--- src/rtl/bpu_pkg.sv ---
package bpu_pkg;
  localparam int unsigned BPU_NUM_BYTES = 4;
  localparam int unsigned BPU_BYTE_W    = 9;

  typedef enum logic {
    PAR_EVEN = 1'b0,
    PAR_ODD  = 1'b1
  } par_mode_e;
endpackage

--- src/rtl/bpu_rst_sync.sv ---
module bpu_rst_sync (
  input  logic clk,
  input  logic rst_n,
  output logic rst_q_n
);
  logic stage1_q;
  logic stage2_q;

  always_ff @(posedge clk or negedge rst_n) begin
    if (!rst_n) begin
      stage1_q <= 1'b0;
      stage2_q <= 1'b0;
    end else begin
      stage1_q <= 1'b1;
      stage2_q <= stage1_q;
    end
  end

  assign rst_q_n = stage2_q;
endmodule

--- src/rtl/bpu_parity_tree.sv ---
module bpu_parity_tree #(
  parameter int unsigned NUM_BYTES = bpu_pkg::BPU_NUM_BYTES,
  parameter int unsigned BYTE_W    = bpu_pkg::BPU_BYTE_W,
  localparam int unsigned WORD_W   = NUM_BYTES * BYTE_W,
  localparam int unsigned DATA_W   = BYTE_W - 1
) (
  input  logic [WORD_W-1:0]    word,
  input  bpu_pkg::par_mode_e   mode,
  output logic [NUM_BYTES-1:0] gen_bit,
  output logic [NUM_BYTES-1:0] chk_fail
);
  for (genvar k = 0; k < NUM_BYTES; k++) begin : g_byte
    logic [DATA_W-1:0] payload;
    logic              stored;
    logic              pay_xor;

    assign payload = word[k*BYTE_W +: DATA_W];
    assign stored  = word[k*BYTE_W + DATA_W];
    assign pay_xor = ^payload;

    // odd mode wants the total of ones to be odd, so the generated bit
    // is the inverse of the payload xor; even mode uses it directly
    assign gen_bit[k]  = pay_xor ^ (mode == bpu_pkg::PAR_ODD);
    assign chk_fail[k] = pay_xor ^ stored ^ (mode == bpu_pkg::PAR_ODD);
  end
endmodule

--- src/rtl/bpu_gen_merge.sv ---
module bpu_gen_merge #(
  parameter int unsigned NUM_BYTES = bpu_pkg::BPU_NUM_BYTES,
  parameter int unsigned BYTE_W    = bpu_pkg::BPU_BYTE_W,
  localparam int unsigned WORD_W   = NUM_BYTES * BYTE_W,
  localparam int unsigned DATA_W   = BYTE_W - 1
) (
  input  logic [WORD_W-1:0]    rd_word,
  input  logic [NUM_BYTES-1:0] par_bits,
  input  logic                 gen_en,
  output logic [WORD_W-1:0]    out_word
);
  for (genvar k = 0; k < NUM_BYTES; k++) begin : g_byte
    always_comb begin
      out_word[k*BYTE_W +: DATA_W] = rd_word[k*BYTE_W +: DATA_W];
      if (gen_en) begin
        out_word[k*BYTE_W + DATA_W] = par_bits[k];
      end else begin
        out_word[k*BYTE_W + DATA_W] = rd_word[k*BYTE_W + DATA_W];
      end
    end
  end
endmodule

--- src/rtl/bpu_flag_reg.sv ---
module bpu_flag_reg #(
  parameter int unsigned NUM_BYTES = bpu_pkg::BPU_NUM_BYTES
) (
  input  logic                 clk,
  input  logic                 rst_q_n,
  input  logic                 hold_clear,
  input  logic [NUM_BYTES-1:0] fail,
  output logic                 flag_n
);
  logic flag_d;
  logic flag_q;

  always_comb begin
    if (hold_clear) begin
      flag_d = 1'b1;
    end else begin
      flag_d = ~(|fail);
    end
  end

  always_ff @(posedge clk or negedge rst_q_n) begin
    if (!rst_q_n) begin
      flag_q <= 1'b1;
    end else begin
      flag_q <= flag_d;
    end
  end

  assign flag_n = flag_q;
endmodule

--- src/rtl/byte_parity_unit.sv ---
module byte_parity_unit #(
  parameter int unsigned NUM_BYTES = bpu_pkg::BPU_NUM_BYTES,
  parameter int unsigned BYTE_W    = bpu_pkg::BPU_BYTE_W,
  localparam int unsigned WORD_W   = NUM_BYTES * BYTE_W
) (
  input  logic              clk,
  input  logic              rst_n,
  input  logic              odd_sel,
  input  logic              dir_wr,
  input  logic              mbx_sel,
  input  logic              gen_en,
  input  logic [WORD_W-1:0] din,
  input  logic [WORD_W-1:0] rd_data,
  output logic [WORD_W-1:0] dout,
  output logic              perr_n
);
  bpu_pkg::par_mode_e    mode;
  logic                  rst_q_n;
  logic                  share;
  logic [WORD_W-1:0]     shared_src;
  logic [NUM_BYTES-1:0]  sh_gen;
  logic [NUM_BYTES-1:0]  sh_fail;
  logic [NUM_BYTES-1:0]  q_gen;
  logic [NUM_BYTES-1:0]  unused_q_fail;
  logic [NUM_BYTES-1:0]  par_sel;

  assign mode = odd_sel ? bpu_pkg::PAR_ODD : bpu_pkg::PAR_EVEN;

  // mailbox read with generation: the shared trees work on the outgoing word
  assign share      = ~dir_wr & mbx_sel & gen_en;
  assign shared_src = share ? rd_data : din;

  bpu_rst_sync u_rst_sync (
    .clk     (clk),
    .rst_n   (rst_n),
    .rst_q_n (rst_q_n)
  );

  bpu_parity_tree #(.NUM_BYTES(NUM_BYTES), .BYTE_W(BYTE_W)) u_tree_shared (
    .word     (shared_src),
    .mode     (mode),
    .gen_bit  (sh_gen),
    .chk_fail (sh_fail)
  );

  bpu_parity_tree #(.NUM_BYTES(NUM_BYTES), .BYTE_W(BYTE_W)) u_tree_queue (
    .word     (rd_data),
    .mode     (mode),
    .gen_bit  (q_gen),
    .chk_fail (unused_q_fail)
  );

  assign par_sel = share ? sh_gen : q_gen;

  bpu_gen_merge #(.NUM_BYTES(NUM_BYTES), .BYTE_W(BYTE_W)) u_merge (
    .rd_word  (rd_data),
    .par_bits (par_sel),
    .gen_en   (gen_en),
    .out_word (dout)
  );

  bpu_flag_reg #(.NUM_BYTES(NUM_BYTES)) u_flag (
    .clk        (clk),
    .rst_q_n    (rst_q_n),
    .hold_clear (share),
    .fail       (sh_fail),
    .flag_n     (perr_n)
  );
endmodule

--- config.mk ---
export PLATFORM = sky130hd
export DESIGN_NAME = byte_parity_unit
export DESIGN_NICKNAME = d
export VERILOG_FILES = /design/src/rtl/bpu_pkg.sv /design/src/rtl/bpu_rst_sync.sv /design/src/rtl/bpu_parity_tree.sv /design/src/rtl/bpu_gen_merge.sv /design/src/rtl/bpu_flag_reg.sv /design/src/rtl/byte_parity_unit.sv
export SDC_FILE = /design/constraint.sdc
export NUM_CORES = 1
export LEC_CHECK = 0
export BUFFER_PORTS_ARGS = -buffer_cell sky130_fd_sc_hd__buf_2
export CAP_MARGIN = 20
export CELL_PAD_IN_SITES_DETAIL_PLACEMENT = 0
export CELL_PAD_IN_SITES_GLOBAL_PLACEMENT = 2
export CORE_ASPECT_RATIO = 1.75
export CORE_MARGIN = 5
export CORE_UTILIZATION = 16
export DETAILED_ROUTE_END_ITERATION = 8
export PLACE_DENSITY_LB_ADDON = 0.1
export SLEW_MARGIN = 10
export SYNTH_ARGS = -nofsm -noshare
export SYNTH_HDL_FRONTEND = slang
export SYNTH_SLANG_ARGS = --single-unit
--- constraint.sdc ---
create_clock -name clk -period 1.5 [get_ports clk]
set_clock_uncertainty 0.15 [all_clocks]
set_input_delay 0.225 -clock clk [delete_from_list [all_inputs] [get_ports clk]]
set_output_delay 0.225 -clock clk [all_outputs]
set_load 0.01 [all_outputs]
Word-level counts from Yosys, hierarchy flattened. Cells that the tools add are included.

Word-level logic and storage cells: 40. Output and inout port bits: 37. Register bits: 3.

Bitwise gates (word level): 20. Reductions and logical operators: 9. Muxes and demuxes: 8.

Operators with widths (number): $reduce_xor A8 Y1 (8); $mux W36 (1); $xor A1 B1 Y1 (16); $mux W1 (6); $mux W4 (1); $reduce_or A4 Y1 (1); $and A1 B1 Y1 (2); $not A1 Y1 (2).

Logic depth before layout (Yosys ltp). Gate-level depths: netlist of the first run.

Depth after elaboration: 10. Depth in mapped cells: 7. Mapped depth without buffers: 7.

Modules after synthesis. From an unflattened synthesis of the first run, not the netlist that was laid out.

Cell total of the unflattened synthesis: 152. Area total of the unflattened synthesis: 1841.8 um^2.

By module, submodules not included: bpu_parity_tree (area an instance 395.4 um^2, cells each 32, instances 2, sequential area each 0.0 um^2); byte_parity_unit (area an instance 665.6 um^2, cells each 46, instances 1, sequential area each 0.0 um^2); bpu_gen_merge (area an instance 285.3 um^2, cells each 36, instances 1, sequential area each 0.0 um^2); bpu_rst_sync (area an instance 53.8 um^2, cells each 3, instances 1, sequential area each 50.0 um^2); bpu_flag_reg (area an instance 46.3 um^2, cells each 3, instances 1, sequential area each 26.3 um^2).

Least setup slack after synthesis of the first run. Ideal clock, no wire load.

Path type: input to register. From: input port rd_data[6]. To: register u_flag.flag_q, in the netlist u_flag.flag_n. Cell stages on the path: 7. Arrival: 1.437 ns. Data required time: 1.287 ns. Path buffers: 0. Slack: -0.150 ns. Path through: xor2_1 -> xnor2_1 -> xnor2_1 -> xnor2_1 -> mux2_4 -> nor4_2 -> nand2b_1.

Longest elaborated chain between the ends: 7.

RTL lines: start: declaration (line byte_parity_unit.sv:13) `input logic [WORD_W-1:0] rd_data,`; $mux W36 (line byte_parity_unit.sv:31) `assign shared_src = share ? rd_data : din;`; $reduce_xor A8 Y1 (line bpu_parity_tree.sv:19) `assign pay_xor = ^payload;`; $xor A1 B1 Y1 (2 in series) (line bpu_parity_tree.sv:24) `assign chk_fail[k] = pay_xor ^ stored ^ (mode == bpu_pkg::PAR_ODD);`; $reduce_or A4 Y1 (line bpu_flag_reg.sv:17) `flag_d = ~(|fail);`; $not A1 Y1 (line bpu_flag_reg.sv:17); $mux W1 (line bpu_flag_reg.sv:14) `if (hold_clear) begin`; net u_flag.flag_d (line bpu_flag_reg.sv:10) `logic flag_d;`; end signal: assignment (line bpu_flag_reg.sv:25) `flag_q <= flag_d;`; end: declaration (line bpu_flag_reg.sv:11) `logic flag_q;`.

The timed path passes the listed nets, and every way through them passes these cells.

Final worst setup path of the first run.
From: input port rd_data[10]. To: output port dout[17].

Longest elaborated chain between the ends: 5. Elaborated cells between the ends (all ways): 7. Classes of those cells: mux: 3; bitwise: 2; reduce/logical: 2.

RTL lines: $mux W36 (line byte_parity_unit.sv:31); $reduce_xor A8 Y1 (line bpu_parity_tree.sv:19); $xor A1 B1 Y1 (line bpu_parity_tree.sv:23) `assign gen_bit[k] = pay_xor ^ (mode == bpu_pkg::PAR_ODD);`; $mux W4 (*) (line byte_parity_unit.sv:53) `assign par_sel = share ? sh_gen : q_gen;`; $mux W1 (*) (line bpu_gen_merge.sv:15) `if (gen_en) begin`; end: declaration (line byte_parity_unit.sv:14) `output logic [WORD_W-1:0] dout,`.

Mark *: on every way between the ends. The rest lies on a longest branch, timed or not.

==> summary.md, run 1 <==
| Metric | Value |
|---|---|
| Placed Cells | `between 200 and 300` |
| Die H | `between 100 and 150 um` |
| Synth warnings | `0` |
| TritonCTS clock tree | `built` |
| Max Cap Viol | `0` |
| Outcome | `complete, but fails checks` |
| Most common cell after layout, fill and taps aside | `buf_2` |
| Final setup margin | `-0.194 ns` |
| Initial Utilization | `16.2%` |
| Vias in the first global route | `1097` |
| Drt via density | `3.59` |
| Final hold vios | `0` |
| ANT nets after route | `0` |
| Global-route wire length before repair | `4730 um` |
| Commonest cells after routing, fill and taps aside | `buf_2, xnor2_1, buf_6, xnor2_2, xor2_1` |
| Final Cycle Share | `113%` |
| #FFs+latches synth | `3` |
| Synth-to-layout area growth | `80.0%` |
| Largest net degree at the start of global routing | `6` |
| CTS Buf Count | `3` |
| Wire per inst | `around 11 um` |
| DRT Pass-1 Iters | `2` |
| Clock Tree Buf Depth | `2` |
| Root Driver | `clkbuf_16` |
| Synthesized netlist cell count | `121` |
| Finished Layout Cells | `296` |
| Avg Synthesized Cell Area | `8.63 um2` |
| Worst r2r path cells | `0` |
| FP Rows | `39` |
| I/O pins | `115` |
| Final nets | `293` |
| Initial antenna violation count | `0` |
| Share of layout cells above drive strength 1 | `around 70%` |
| Sequential-to-total area share from yosys stat | `approximately 7.3%` |
| Failing checks | `setup timing` |
| Die area | `just over 8000 um2` |
| I/O Buffers | `between 100 and 150` |
| Setup TNS | `-0.883 ns` |
| # DRC | `0` |
| Overflow after GRT | `0` |
| CTS sink cnt | `3` |
| Max-slew violations | `0` |
| Setup CP Type | `in -> out` |
| LEAKAGE | `0.000922 uW` |
| Worst-path fanout max | `2` |
| VDD IR max | `0.309 mV` |
| Die width | `between 70 and 80 um` |
| Number of setup violations in the final report | `5` |
| Core box area | `6440 um2` |
| Worst EP required | `1.12 ns` |
| Startpoint types | `primary input` |
| Vias | `1062` |
| Total GRT Usage | `a little over 7%` |
| RSZ-0062 raised after global routing | `yes` |
| Routability cong. | `0.746` |
| R2R setup slack | `0.88 ns` |
| Estimated wirelength of the detail-placed design | `roughly 2800 um` |
| Total Wirelength | `3190 um` |
| Crit. End Element | `output pin` |
| Pwr/cell area | `approximately 790 nW/um2` |
| Antenna cells | `0` |
| Post-Syn Nets | `~200` |
| Reg clk slew, reported paths | `0.03 ns` |
| CTS H-tree depth | `1` |
| Fmax | `about 0.6 GHz` |
| Initial DRC count | `5` |
| Post-synth cell types | `17` |
| Hold Crit Class | `reg -> async` |
| Multi-input logic area | `833 um2` |
| Clock Latency Late Sink | `0.22 ns` |
| Register area | `76.3 um2` |
| Arrival time of the worst setup path | `1.32 ns` |
| Clock period minus worst slack | `1.69 ns` |
| Fill cells | `723` |
| Synth Cell Area | `1040 um2` |
where the power goes:
group | internal, uW | leakage (uW) | switching [uW]
clock network | 350 | 0.0000382 | 68.0
logic | 577 | 0.000850 | 389
registers | 95.5 | 0.0000337 | 4.09
total | 1020 | 0.000922 | 461
what timing repair did:
item / CTS / global route
hold buffers: 1 / 0
hold endpoints to repair: 2 / 0
endpoints found under the setup margin: 5 / 5
pin swaps: 20 / 7
setup buffers: 3 / 0
resized for setup: 34 / 7
flip-flops by register name, summed over array words and instances, names as in the netlist:
signal and flops:
u_rst_sync.stage1_q 1, u_flag.flag_n 1, u_rst_sync.rst_q_n 1
logic make-up (layout without fill, tap and decap cells):
logic type	after synthesis	count (layout)	synth area share [%]
AO/OA/AOI/OAI	1	1	0.838
AND/OR/NAND/NOR	6	6	3.95
buffers and inverters	37	130	24.8
multiplexers	7	7	7.42
flip-flops	3	3	7.31
XOR/XNOR	66	66	55.3
other	1	1	0.359
layer usage:
metal	share of wire (%)	track usage, %	wire (um)	vias up
li1	-	-	-	525
met2	58	14.8	1840	81
met4	2.0	3.39	65	0
met5	0	0	0	-
met3	14	2.31	440	5
met1	26	5.90	845	451
per-stage QoR:
| step | setup WS [ns] | instance area, um2 | utilization [%] | hold WS (ns) | power [uW] |
|---|---|---|---|---|---|
| finish | -0.194 | 1880 | 29.2 | 0.0165 | 1480 |
| global route | -0.297 | 1880 | 29.2 | 0.0416 | 1590 |
| CTS | -0.206 | 1840 | 28.6 | 0.0218 | 1490 |
| detailed placement | -0.338 | 1510 | 23.4 | -0.138 | 914 |
| global placement | -0.320 | 1510 | 23.4 | -0.138 | 911 |
| floorplan | -0.133 | 1040 | - | -0.221 | 658 |
critical path, cell delays in order:
cell	delay, ns
buf_6	0.10
xnor2_2	0.13
xnor2_1	0.20
xnor2_1	0.18
buf_4	0.16
xnor2_2	0.06
mux2i_1	0.12
buf_2	0.15
final cells by class:
class | instances | share of cell area, %
Clock buffer | 4 | 4.19
Inverter | 3 | 0.599
Multi-Input combinational cell | 81 | 44.3
Sequential cell | 3 | 4.06
Tap cell | 82 | 5.46
Timing Repair Buffer | 123 | 41.4
path summary, 6_finish.rpt:
kind | from | endpoint
worst min-delay path | u_rst_sync.rst_q_n$_DFF_PN0_ | u_flag.flag_n$_DFF_PN1_
worst min register to register | u_rst_sync.rst_q_n$_DFF_PN0_ | u_flag.flag_n$_DFF_PN1_
worst max register to register | u_rst_sync.stage1_q$_DFF_PN0_ | u_rst_sync.rst_q_n$_DFF_PN0_
max in group asynchronous | rst_n | u_rst_sync.rst_q_n$_DFF_PN0_
worst max-delay path | rd_data[10] | dout[17]
min in group clk | u_rst_sync.stage1_q$_DFF_PN0_ | u_rst_sync.rst_q_n$_DFF_PN0_
cells in the mapped netlist:
cell | count | area [um2]
xnor2_1 | 55 | 482
buf_4 | 32 | 240
xor2_1 | 11 | 96.3
mux2i_1 | 4 | 40.0
inv_1 | 3 | 11.3
clkbuf_1 | 2 | 7.51
dfrtp_1 | 2 | 50.1
mux2_2 | 2 | 22.5
nand2_1 | 2 | 7.51
a41oi_1 | 1 | 8.76
conb_1 | 1 | 3.75
dfstp_2 | 1 | 26.3
mux2_4 | 1 | 15.0
nand2b_1 | 1 | 6.26
nor2_1 | 1 | 3.75
nor2_4 | 1 | 11.3
nor4_2 | 1 | 12.5
Power figures use the tool's default switching activity.
==> run 2: changes to the inputs <==
Settings changed: CTS_BUF_LIST set to sky130_fd_sc_hd__clkbuf_4, GPL_TIMING_DRIVEN set to 0.
==> run 2 against run 1 <==
Net effect: the run still ends with setup timing left; setup slack improved by 0.026 ns; critical path depth decreased by 1; via count grew 5.1%; flip-flop and latch count unchanged; total power decreased by 19%; combinational power is 2.9% lower; largest power group unchanged; hold slack better by 0.0026 ns; routed wire length rose by 9.5%; design area up 8.5%; final cell count up 8.1%.
==> summary.md, run 2 (same netlist as run 1, synthesis figures left out) <==
| Metric | Value |
|---|---|
| Post-layout util | `between 30% and 40%` |
| NetSw | `435 uW` |
| R2R setup slack | `0.88 ns` |
| Vias | `approximately 1100` |
| Global-route wire length before repair | `5110 um` |
| Largest net degree at the start of global routing | `7` |
| Slowest stage delay, CP | `0.28 ns` |
| Number of setup violations in the final report | `5` |
| Clock Tree Buf Depth | `2` |
| Failing checks | `setup timing` |
| Final instance area | `2040 um2` |
| Drt via density | `roughly 3.5` |
| Reg2reg start | `u_rst_sync.stage1_q$_DFF_PN0_` |
| Placed Cells | `315` |
| Final nets | `317` |
| Total Wirelength | `3490 um` |
| Slowest CP cell | `xnor2_1` |
| Setup CP Type | `in -> out` |
| Switching share of power | `36.4%` |
| Die width | `roughly 71 um` |
| Sequential share of power | `8.2%` |
| Clock Latency Late Sink | `around 0.23 ns` |
| DRT Pass-1 Iters | `2` |
| Vias in the first global route | `1166` |
| Most common cell after layout, fill and taps aside | `buf_2` |
| Max-slew violations | `0` |
| Share of layout cells above drive strength 1 | `73.5%` |
| Core box area | `6440 um2` |
| Area after DPL | `~1700 um2` |
| Total GRT Usage | `7.66%` |
| Root Driver | `clkbuf_4` |
| Worst reg2reg endpoint | `u_rst_sync.rst_q_n$_DFF_PN0_` |
| Initial DRC count | `5` |
| Estimated wirelength of the detail-placed design | `3160 um` |
| LEAKAGE | `0.00103 uW` |
| Overflow after GRT | `0` |
| VDD IR max | `0.160 mV` |
| Worst r2r path cells | `0` |
| Final hold vios | `0` |
| Crit-path cells | `buf_8, xor2_2, xnor2_1, xnor2_1, xnor2_1, mux2i_1, buf_2` |
| Fmax | `approximately 0.60 GHz` |
| Initial Utilization | `16.2%` |
| WHS | `roughly 0.019 ns` |
| Clock period minus worst slack | `between 1.5 and 2 ns` |
| Worst-path fanout max | `2` |
| Clock share of power | `13.4%` |
| Synth-to-layout area growth | `95.2%` |
| Power share of the combinational group | `78.4%` |
| RSZ-0062 raised after global routing | `yes` |
| Reg clk slew, reported paths | `about 0.040 ns` |
| CTS sink cnt | `3` |
| Crit. End Element | `output pin` |
| Final Cycle Share | `111%` |
| Worst EP required | `1.12 ns` |
| Hold Crit Class | `reg -> async` |
| Finished Layout Cells | `320` |
| # DRC | `0` |
| Routability cong. | `around 0.60` |
| Initial antenna violation count | `0` |
| I/O Buffers | `112` |
| TritonCTS clock tree | `built` |
| P_int | `between 700 and 800 uW` |
| Wire per inst | `about 11 um` |
| Die H | `117 um` |
| CTS Buf Count | `3` |
| Final setup margin | `-0.169 ns` |
| Outcome | `complete, but fails checks` |
| FP Rows | `39` |
| Max Cap Viol | `0` |
| Fill cells | `about 710` |
| CTS H-tree depth | `1` |
| I/O pins | `approximately 120` |
| Die area | `slightly above 8000 um2` |
| ANT nets after route | `0` |
| Register area | `76.3 um2` |
| Startpoint types | `primary input` |
| Commonest cells after routing, fill and taps aside | `buf_2, xnor2_1, buf_4, buf_6, xnor2_2` |
| Arrival time of the worst setup path | `1.29 ns` |
| Antenna cells | `0` |
| Pwr/cell area | `587 nW/um2` |
| Multi-input logic area | `approximately 890 um2` |
| Critical path's most frequent cell | `xnor2_1` |
[run 2: worst max-delay path by stage]
stage                      from                      end  slack, ns  cells after the start
floorplan            rd_data[6]  u_flag.flag_n$_DFF_PN1_      -0.13                      7
global placement     rd_data[3]  u_flag.flag_n$_DFF_PN1_      -0.46                      8
detailed placement   rd_data[3]  u_flag.flag_n$_DFF_PN1_      -0.45                      8
CTS                  rd_data[4]                  dout[8]      -0.20                      8
global route        rd_data[12]                 dout[17]      -0.23                      7
finish              rd_data[11]                 dout[17]      -0.17                      7
[run 2: repair_timing]
action,in CTS,in global routing
setup endpoints to repair,5,5
hold endpoints to repair,2,0
setup buffers,1,0
resized for setup,31,16
pin swaps,15,10
hold buffers,1,0
[run 2: worst max-delay path: cells and delay by family]
family                    cells  cell delay, ns
xor gates and xnor gates      4            0.67
buffers and inverters         2            0.25
muxes                         1            0.14
[run 2: per-stage QoR]
stage	setup TNS, ns	power, uW	setup WS (ns)
global route	-1.01	1300	-0.233
detailed placement	-1.30	926	-0.453
finish	-0.643	1200	-0.169
CTS	-0.842	1180	-0.195
global placement	-1.30	926	-0.462
floorplan	-0.133	658	-0.133
[run 2: final cells by class]
cell class	count	area share (%)
Sequential cell	3	3.74
Buffer	34	12.2
Multi-Input combinational cell	81	43.4
Clock buffer	4	1.47
Tap cell	82	5.03
Inverter	3	0.552
Timing Repair Buffer	113	33.6
[run 2: power by group through the flow]
stage | clock network, uW | logic [uW] | registers (uW)
after floorplan | 0 | 555 | 102
after global placement | 0 | 827 | 98.5
after detailed placement | 0 | 826 | 99.7
after CTS | 168 | 913 | 98.7
after global routing | 170 | 1030 | 99.0
final | 160 | 938 | 97.9
[run 2: layer usage]
| metal | part of all wire, % | vias up | global-route usage [%] |
|---|---|---|---|
| li1 | - | 567 | - |
| met4 | 0 | 0 | 2.26 |
| met1 | 30 | 473 | 7.34 |
| met2 | 57 | 76 | 15.6 |
| met3 | 13 | 0 | 2.05 |
| met5 | 0 | - | 0 |
